$ cat src/rtl/cmon_pkg.sv
package cmon_pkg;

  localparam int unsigned CMON_AW = 4;

  typedef enum logic [CMON_AW-1:0] {
    OFS_EXT   = 4'd0,
    OFS_RAW   = 4'd1,
    OFS_MSTAT = 4'd2,
    OFS_CLR   = 4'd3,
    OFS_IEN   = 4'd4,
    OFS_MASK  = 4'd5,
    OFS_TYPE  = 4'd6,
    OFS_POL   = 4'd7,
    OFS_SYNC  = 4'd8
  } cmon_ofs_e;

  localparam int unsigned BIT_STATUS_N  = 0;
  localparam int unsigned BIT_CFG_DONE  = 1;
  localparam int unsigned BIT_INIT_DONE = 2;
  localparam int unsigned BIT_CRC_ERR   = 3;

endpackage

$ cat src/rtl/cmon_sync.sv
module cmon_sync #(
  parameter int unsigned W      = 12,
  parameter int unsigned STAGES = 2
) (
  input  logic         clk_i,
  input  logic         rst_i,
  input  logic         en_i,
  input  logic [W-1:0] d_i,
  output logic [W-1:0] q_o
);

  logic [W-1:0] stg_q [STAGES];

  for (genvar g = 0; g < STAGES; g++) begin : g_stage
    if (g == 0) begin : g_first
      always_ff @(posedge clk_i) begin
        if (rst_i) stg_q[g] <= '0;
        else       stg_q[g] <= d_i;
      end
    end else begin : g_next
      always_ff @(posedge clk_i) begin
        if (rst_i) stg_q[g] <= '0;
        else       stg_q[g] <= stg_q[g-1];
      end
    end
  end

  // bypass selects the raw input when synchronization is off
  assign q_o = en_i ? stg_q[STAGES-1] : d_i;

endmodule

$ cat src/rtl/cmon_detect.sv
module cmon_detect #(
  parameter int unsigned W = 12
) (
  input  logic         clk_i,
  input  logic         rst_i,
  input  logic [W-1:0] lvl_i,
  input  logic [W-1:0] type_i,
  input  logic [W-1:0] pol_i,
  input  logic [W-1:0] clr_i,
  output logic [W-1:0] raw_o,
  output logic [W-1:0] prev_o
);

  logic [W-1:0] raw_q;
  logic [W-1:0] prev_q;

  for (genvar i = 0; i < W; i++) begin : g_bit
    logic evt;
    logic active;

    assign active = ~(lvl_i[i] ^ pol_i[i]);
    assign evt    = pol_i[i] ? (lvl_i[i] & ~prev_q[i]) : (~lvl_i[i] & prev_q[i]);

    always_ff @(posedge clk_i) begin
      if (rst_i) begin
        raw_q[i]  <= 1'b0;
        prev_q[i] <= 1'b0;
      end else begin
        prev_q[i] <= lvl_i[i];
        if (!type_i[i])    raw_q[i] <= active;
        else if (evt)      raw_q[i] <= 1'b1;   // a new event beats a clear
        else if (clr_i[i]) raw_q[i] <= 1'b0;
      end
    end
  end

  assign raw_o  = raw_q;
  assign prev_o = prev_q;

endmodule

$ cat src/rtl/cmon_regs.sv
module cmon_regs
  import cmon_pkg::*;
#(
  parameter int unsigned W        = 12,
  parameter logic        SYNC_RST = 1'b1
) (
  input  logic               clk_i,
  input  logic               rst_i,
  input  logic               wr_i,
  input  logic [CMON_AW-1:0] addr_i,
  input  logic [W-1:0]       wdata_i,
  input  logic [W-1:0]       ext_i,
  input  logic [W-1:0]       raw_i,
  output logic [W-1:0]       ien_o,
  output logic [W-1:0]       mask_o,
  output logic [W-1:0]       type_o,
  output logic [W-1:0]       pol_o,
  output logic               sync_o,
  output logic [W-1:0]       clr_o,
  output logic [W-1:0]       mstat_o,
  output logic [W-1:0]       rdata_o
);

  logic [W-1:0] ien_q, mask_q, type_q, pol_q, rdata_q;
  logic         sync_q;
  cmon_ofs_e    ofs;

  assign ofs = cmon_ofs_e'(addr_i);

  always_ff @(posedge clk_i) begin
    if (rst_i) begin
      ien_q  <= '0;
      mask_q <= '0;
      type_q <= '0;
      pol_q  <= '0;
      sync_q <= SYNC_RST;
    end else if (wr_i) begin
      case (ofs)
        OFS_IEN:  ien_q  <= wdata_i;
        OFS_MASK: mask_q <= wdata_i;
        OFS_TYPE: type_q <= wdata_i;
        OFS_POL:  pol_q  <= wdata_i;
        OFS_SYNC: sync_q <= wdata_i[0];
        default:  ;
      endcase
    end
  end

  assign clr_o   = (wr_i && ofs == OFS_CLR) ? wdata_i : '0;
  assign mstat_o = raw_i & ien_q & ~mask_q;

  always_ff @(posedge clk_i) begin
    if (rst_i) begin
      rdata_q <= '0;
    end else begin
      case (ofs)
        OFS_EXT:   rdata_q <= ext_i;
        OFS_RAW:   rdata_q <= raw_i;
        OFS_MSTAT: rdata_q <= mstat_o;
        OFS_IEN:   rdata_q <= ien_q;
        OFS_MASK:  rdata_q <= mask_q;
        OFS_TYPE:  rdata_q <= type_q;
        OFS_POL:   rdata_q <= pol_q;
        OFS_SYNC:  rdata_q <= {{(W-1){1'b0}}, sync_q};
        default:   rdata_q <= '0;
      endcase
    end
  end

  assign ien_o   = ien_q;
  assign mask_o  = mask_q;
  assign type_o  = type_q;
  assign pol_o   = pol_q;
  assign sync_o  = sync_q;
  assign rdata_o = rdata_q;

endmodule

$ cat src/rtl/cmon_port.sv
module cmon_port
  import cmon_pkg::*;
#(
  parameter int unsigned MON_W       = 12,
  parameter int unsigned SYNC_STAGES = 2,
  parameter logic        SYNC_RST    = 1'b1
) (
  input  logic               clk_i,
  input  logic               rst_i,
  input  logic [MON_W-1:0]   mon_pins_i,
  input  logic               cfg_wr_i,
  input  logic [CMON_AW-1:0] cfg_addr_i,
  input  logic [MON_W-1:0]   cfg_wdata_i,
  output logic [MON_W-1:0]   cfg_rdata_o,
  output logic               irq_o,
  output logic               fab_ready_o
);

  logic [MON_W-1:0] mon_sel, raw, prev;
  logic [MON_W-1:0] ien, mask, typ, pol, clr, mstat;
  logic             sync_en;
  logic             irq_q, ready_q;

  cmon_sync #(.W(MON_W), .STAGES(SYNC_STAGES)) u_sync (
    .clk_i (clk_i),
    .rst_i (rst_i),
    .en_i  (sync_en),
    .d_i   (mon_pins_i),
    .q_o   (mon_sel)
  );

  cmon_detect #(.W(MON_W)) u_detect (
    .clk_i  (clk_i),
    .rst_i  (rst_i),
    .lvl_i  (mon_sel),
    .type_i (typ),
    .pol_i  (pol),
    .clr_i  (clr),
    .raw_o  (raw),
    .prev_o (prev)
  );

  cmon_regs #(.W(MON_W), .SYNC_RST(SYNC_RST)) u_regs (
    .clk_i   (clk_i),
    .rst_i   (rst_i),
    .wr_i    (cfg_wr_i),
    .addr_i  (cfg_addr_i),
    .wdata_i (cfg_wdata_i),
    .ext_i   (mon_sel),
    .raw_i   (raw),
    .ien_o   (ien),
    .mask_o  (mask),
    .type_o  (typ),
    .pol_o   (pol),
    .sync_o  (sync_en),
    .clr_o   (clr),
    .mstat_o (mstat),
    .rdata_o (cfg_rdata_o)
  );

  always_ff @(posedge clk_i) begin
    if (rst_i) begin
      irq_q   <= 1'b0;
      ready_q <= 1'b0;
    end else begin
      irq_q   <= |mstat;
      ready_q <= mon_sel[BIT_INIT_DONE] & prev[BIT_INIT_DONE];
    end
  end

  assign irq_o       = irq_q;
  assign fab_ready_o = ready_q;

endmodule

$ cat config.mk
export PLATFORM = sky130hd
export DESIGN_NAME = cmon_port
export DESIGN_NICKNAME = d
export VERILOG_FILES = /design/src/rtl/cmon_pkg.sv /design/src/rtl/cmon_sync.sv /design/src/rtl/cmon_detect.sv /design/src/rtl/cmon_regs.sv /design/src/rtl/cmon_port.sv
export SDC_FILE = /design/constraint.sdc
export NUM_CORES = 1
export LEC_CHECK = 0
export ABC_CLOCK_PERIOD_IN_PS = 1600
export BUFFER_PORTS_ARGS = -buffer_cell sky130_fd_sc_hd__buf_4
export CAP_MARGIN = 0
export CORE_MARGIN = 4
export CORE_UTILIZATION = 53
export CTS_CLUSTER_DIAMETER = 50
export CTS_CLUSTER_SIZE = 20
export DETAILED_ROUTE_END_ITERATION = 8
export PLACE_DENSITY = 0.73
export REMOVE_ABC_BUFFERS = 1
export SYNTH_ARGS = -nofsm -noshare
export SYNTH_HDL_FRONTEND = slang
export SYNTH_HIERARCHICAL = 1
export SYNTH_SLANG_ARGS = --single-unit
$ cat constraint.sdc
create_clock -name clk_i -period 1.6 [get_ports clk_i]
set_input_delay 0.08 -clock clk_i [delete_from_list [all_inputs] [get_ports clk_i]]
set_output_delay 0.08 -clock clk_i [all_outputs]
set_load 0.005 [all_outputs]
==> impl_results.html <==
<table>
<tr><th>Metric</th><th>Value</th></tr>
<tr><th colspan="2">Critical path</th></tr>
<tr><td>CP required</td><td>1.88 ns</td></tr>
<tr><td>Worst Reg2Reg Path Length in Cells</td><td>5</td></tr>
<tr><td>Worst-case register-to-register setup slack</td><td>0.11 ns</td></tr>
<tr><td>Start-to-end type of the worst setup path</td><td>reg -&gt; reg</td></tr>
<tr><td>Crit path launch type</td><td>flop</td></tr>
<tr><td>CP Capture Type</td><td>flop</td></tr>
<tr><td>Cell chain of the critical path</td><td>buf_12 &gt; or3b_1 &gt; a21oi_1 &gt; nor2_1 &gt; a211oi_1</td></tr>
<tr><td>Largest fanout of any net on the critical path</td><td>14</td></tr>
<tr><td>Slowest Stage Delay on Critical Path</td><td>0.42 ns</td></tr>
<tr><td>Sum of buffers and inverters on the critical path</td><td>1</td></tr>
<tr><td>Cell family with most CP delay</td><td>flip-flops</td></tr>
<tr><td>Cell at the slowest stage of the critical path</td><td>sky130_fd_sc_hd__dfxtp_1</td></tr>
<tr><td>Arrival time reported for the critical path endpoint</td><td>1.77 ns</td></tr>
<tr><td>FF-to-FF Start</td><td>u_regs/sync_o$_SDFFE_PP1P_</td></tr>
<tr><td>Destination of the worst register-to-register timing path</td><td>u_regs/rdata_o[0]$_SDFF_PP0_</td></tr>
<tr><th colspan="2">Finish</th></tr>
<tr><td>Synth-to-layout area growth</td><td>19.2%</td></tr>
<tr><td>Nets</td><td>661</td></tr>
<tr><td>Antenna diodes</td><td>0</td></tr>
<tr><td>Final standard cell count with taps included and fillers excluded</td><td>742</td></tr>
<tr><td>Ratio of cells with drive above 1 in the final layout</td><td>18.3%</td></tr>
<tr><th colspan="2">Placement</th></tr>
<tr><td>Placer's final routability congestion estimate</td><td>0.875</td></tr>
<tr><td>HPWL reported at the end of detailed placement</td><td>8.54 mm</td></tr>
<tr><td>Dpl ws</td><td>0.122 ns</td></tr>
<tr><td>Number of buffers inserted by port buffering</td><td>44</td></tr>
<tr><td>Instance count after placement with tap cells included</td><td>703</td></tr>
<tr><th colspan="2">GRT</th></tr>
<tr><td>Met3 Track Usage GR</td><td>5.65%</td></tr>
<tr><td>Total grt overflow</td><td>0</td></tr>
<tr><td>Initial antenna violation count</td><td>0</td></tr>
<tr><td>Routing usage on met1</td><td>30.7%</td></tr>
<tr><td>Grt met2 use</td><td>37.5%</td></tr>
<tr><td>Layer with the highest usage</td><td>met2</td></tr>
<tr><td>Largest net degree at the start of global routing</td><td>101</td></tr>
<tr><td>Total global-route track usage</td><td>23.1%</td></tr>
<tr><td>Vias in the first global route</td><td>4,094</td></tr>
<tr><td>First-pass GRT wire length</td><td>20.3 mm</td></tr>
<tr><th colspan="2">Hold path</th></tr>
<tr><td>Worst hold path depth</td><td>4</td></tr>
<tr><td>Type of the most critical hold path</td><td>in -&gt; reg</td></tr>
<tr><td>Hold_sp</td><td>cfg_addr_i[3]</td></tr>
<tr><td>Sink of the worst hold path</td><td>u_regs/rdata_o[0]$_SDFF_PP0_</td></tr>
<tr><th colspan="2">Synthesis</th></tr>
<tr><td>Number of synthesis warnings</td><td>6</td></tr>
<tr><td>Per-instance average area after synthesis</td><td>8.87 um2</td></tr>
<tr><td>Cells taking the most area after synthesis</td><td>sky130_fd_sc_hd__dfxtp_1, sky130_fd_sc_hd__nand2_1, sky130_fd_sc_hd__a21oi_1, sky130_fd_sc_hd__mux4_2, sky130_fd_sc_hd__o21ai_0</td></tr>
<tr><td>Cell count after synthesis</td><td>551</td></tr>
<tr><td>Most repeated cell in the gate-level netlist after synthesis</td><td>sky130_fd_sc_hd__dfxtp_1</td></tr>
<tr><td>Commonest cells in the netlist</td><td>sky130_fd_sc_hd__dfxtp_1, sky130_fd_sc_hd__nand2_1, sky130_fd_sc_hd__a21oi_1</td></tr>
<tr><td>Number of enable flip-flop cells after synthesis</td><td>0</td></tr>
<tr><td>Area of the mapped netlist</td><td>4880 um2</td></tr>
<tr><td>Leading area contributor after synthesis</td><td>sky130_fd_sc_hd__dfxtp_1</td></tr>
<tr><td>Share of Yosys cell area claimed by the top area cell type</td><td>45.5%</td></tr>
<tr><td>Sequential-to-total area share from yosys stat</td><td>45.5%</td></tr>
<tr><td>Flip-flop and latch count after synthesis</td><td>111</td></tr>
<tr><td>Async SR Flop Fraction</td><td>0%</td></tr>
<tr><td>Unique cell type count in the Yosys netlist</td><td>37</td></tr>
<tr><td>Commonest register cell after synthesis</td><td>sky130_fd_sc_hd__dfxtp_1</td></tr>
<tr><th colspan="2">Pwr</th></tr>
<tr><td>Max VDD drop</td><td>0.434 mV</td></tr>
<tr><td>Leakage</td><td>2.22 nW</td></tr>
<tr><td>Power density cells</td><td>839 nW/um2</td></tr>
<tr><th colspan="2">Clocking</th></tr>
<tr><td>Source-to-sink clock delay at the later pin of the worst-skew pair</td><td>0.36 ns</td></tr>
<tr><td>Clk pin slew, worst setup/hold paths</td><td>0.10 ns</td></tr>
<tr><td>Deepest level of the CTS H-tree</td><td>3</td></tr>
<tr><td>Clock root buffer master</td><td>sky130_fd_sc_hd__clkbuf_8</td></tr>
<tr><td>Clk buf depth</td><td>2</td></tr>
<tr><td>TritonCTS Buffers</td><td>9</td></tr>
<tr><td>Clk sink count</td><td>111</td></tr>
<tr><td>Number of gates resized after CTS</td><td>0</td></tr>
<tr><td>Clock tree from TritonCTS</td><td>yes</td></tr>
<tr><th colspan="2">Floorplanning</th></tr>
<tr><td># rows</td><td>34</td></tr>
<tr><td>Initial standard-cell utilization of the core</td><td>55.2%</td></tr>
<tr><td>Placeable core region</td><td>8850 um2</td></tr>
<tr><td>Die height</td><td>104 um</td></tr>
<tr><td>Full die area</td><td>10,800 um2</td></tr>
<tr><td>Width of the chip</td><td>104 um</td></tr>
<tr><td>Io pins</td><td>45</td></tr>
<tr><th colspan="2">STA</th></tr>
<tr><td>Clock skew</td><td>0.0111 ns</td></tr>
<tr><td>Max-slew violation total from the final report</td><td>0</td></tr>
<tr><td>Final worst-path setup slack</td><td>0.111 ns</td></tr>
<tr><td>Final Setup Violations</td><td>0</td></tr>
<tr><td>Time the final worst path needs with I/O delays and setup</td><td>1.49 ns</td></tr>
<tr><td>Count of final hold-check violations</td><td>0</td></tr>
<tr><td>Highest Clock Rate</td><td>0.671 GHz</td></tr>
<tr><td>Unrepaired setup endpoints after global routing</td><td>false</td></tr>
<tr><td>Actual transition at the worst max-transition pin</td><td>0.486 ns</td></tr>
<tr><td>Max_slew headroom</td><td>67.5%</td></tr>
<tr><td>Ratio of final minimum period to clock period</td><td>93.1%</td></tr>
<tr><th colspan="2">Route</th></tr>
<tr><td>Routed via count</td><td>4,226</td></tr>
<tr><td>Iteration count of the initial detailed-routing pass</td><td>5</td></tr>
<tr><td>Via density</td><td>5.70</td></tr>
<tr><td>Antenna violation net count after detailed routing</td><td>0</td></tr>
<tr><td>Post-DR wirelength/cell</td><td>16.9 um</td></tr>
<tr><td>First-iteration detailed-routing DRC count</td><td>438</td></tr>
<tr><td>Post-Route WL</td><td>12.5 mm</td></tr>
<tr><td>DR DRC count</td><td>0</td></tr>
<tr><th colspan="2">Run status</th></tr>
<tr><td>Run status</td><td>complete, no violations</td></tr>
<tr><th colspan="2">Flow run</th></tr>
<tr><td>Max-cap violations</td><td>0</td></tr>
</table>
==> sequential cells by signal, summed over array words and instances, names as in the netlist <==
register         count
u_regs/type_o       12
u_regs/mask_o       12
u_sync/stg_q        24
u_regs/rdata_o      12
u_regs/sync_o        1
fab_ready_o          1
u_detect/raw_o      12
u_regs/pol_o        12
u_detect/prev_o     12
u_regs/ien_o        12
irq_o                1
==> worst reg2reg max path: stages (launching register included) <==
cell	delay, ns
sky130_fd_sc_hd__dfxtp_1	0.42
sky130_fd_sc_hd__buf_12	0.20
sky130_fd_sc_hd__or3b_1	0.36
sky130_fd_sc_hd__a21oi_1	0.15
sky130_fd_sc_hd__nor2_1	0.06
sky130_fd_sc_hd__a211oi_1	0.21
==> cell families after synthesis <==
kind of cell	share of synthesized area (%)
multiplexers	9.22
AO/OA/AOI/OAI	14.1
AND/OR/NAND/NOR	26.1
buffers and inverters	5.05
flip-flops	45.5
==> final cells by class <==
| cell class | count | area [um2] |
|---|---|---|
| clock buffers | 12 | 135 |
| clock inverters | 3 | 21.3 |
| fillers | 695 | 3030 |
| inverters | 15 | 56.3 |
| multi-input cells | 393 | 2420 |
| flip-flops and latches | 111 | 2220 |
| well taps | 108 | 135 |
| repair buffers | 100 | 836 |
==> power by group <==
group | total [mW] | internal (mW) | switching [mW]
sequential | 2.90 | 2.85 | 0.0501
combinational | 0.528 | 0.256 | 0.272
clock | 1.46 | 0.562 | 0.895
total | 4.88 | 3.67 | 1.22
==> through the flow <==
step	setup TNS (ns)	util [%]	hold WS (ns)	cell area, um2	power [mW]
6_report	0	65.8	0.106	5820	4.88
5_1_grt	0	65.8	0.102	5820	5.07
4_1_cts	0	65.8	0.0872	5820	4.90
3_5_place_dp	0	61.3	0.303	5430	3.44
3_3_place_gp	0	61.3	0.296	5430	3.42
2_1_floorplan	-0.142	-	0.149	4690	3.15
==> cell usage in the layout (no fill, tap or decap), types with 14 or more instances in the layout <==
cell / n
sky130_fd_sc_hd__dlygate4sd3_1: 24
sky130_fd_sc_hd__nor2_1: 30
sky130_fd_sc_hd__a21oi_1: 60
sky130_fd_sc_hd__nand2_1: 103
sky130_fd_sc_hd__o21ai_0: 36
sky130_fd_sc_hd__a31oi_1: 14
sky130_fd_sc_hd__nor2b_1: 26
sky130_fd_sc_hd__buf_4: 74
sky130_fd_sc_hd__inv_1: 15
sky130_fd_sc_hd__dfxtp_1: 111
==> worst max path at each step <==
stage	cells past startpoint	to	start
final	5	u_regs/rdata_o[0]$_SDFF_PP0_	u_regs/sync_o$_SDFFE_PP1P_
after detailed placement	7	u_detect/raw_o[9]$_SDFFE_PP0P_	cfg_addr_i[0]
after floorplan	5	u_regs/rdata_o[0]$_SDFF_PP0_	u_regs/sync_o$_SDFFE_PP1P_
after global placement	5	u_regs/rdata_o[0]$_SDFF_PP0_	u_regs/sync_o$_SDFFE_PP1P_
after global routing	5	u_regs/rdata_o[0]$_SDFF_PP0_	u_regs/sync_o$_SDFFE_PP1P_
after CTS	6	u_regs/rdata_o[11]$_SDFF_PP0_	u_regs/sync_o$_SDFFE_PP1P_
==> routing by layer <==
| layer | wire, um | share of wire (%) | vias up |
|---|---|---|---|
| met2 | 5920 | 47 | 156 |
| li1 | - | - | 2048 |
| met3 | 820 | 6.5 | 27 |
| met1 | 5570 | 44 | 1995 |
| met4 | 218 | 1.7 | 0 |
| met5 | 0 | 0 | - |
==> repair_timing <==
action                     in CTS  in global routing
setup buffers                   0                  0
hold buffers                   24                  0
setup endpoints to repair       0                  0
hold endpoints to repair       55                  0
No activity file was read; power rests on OpenSTA's default activity.
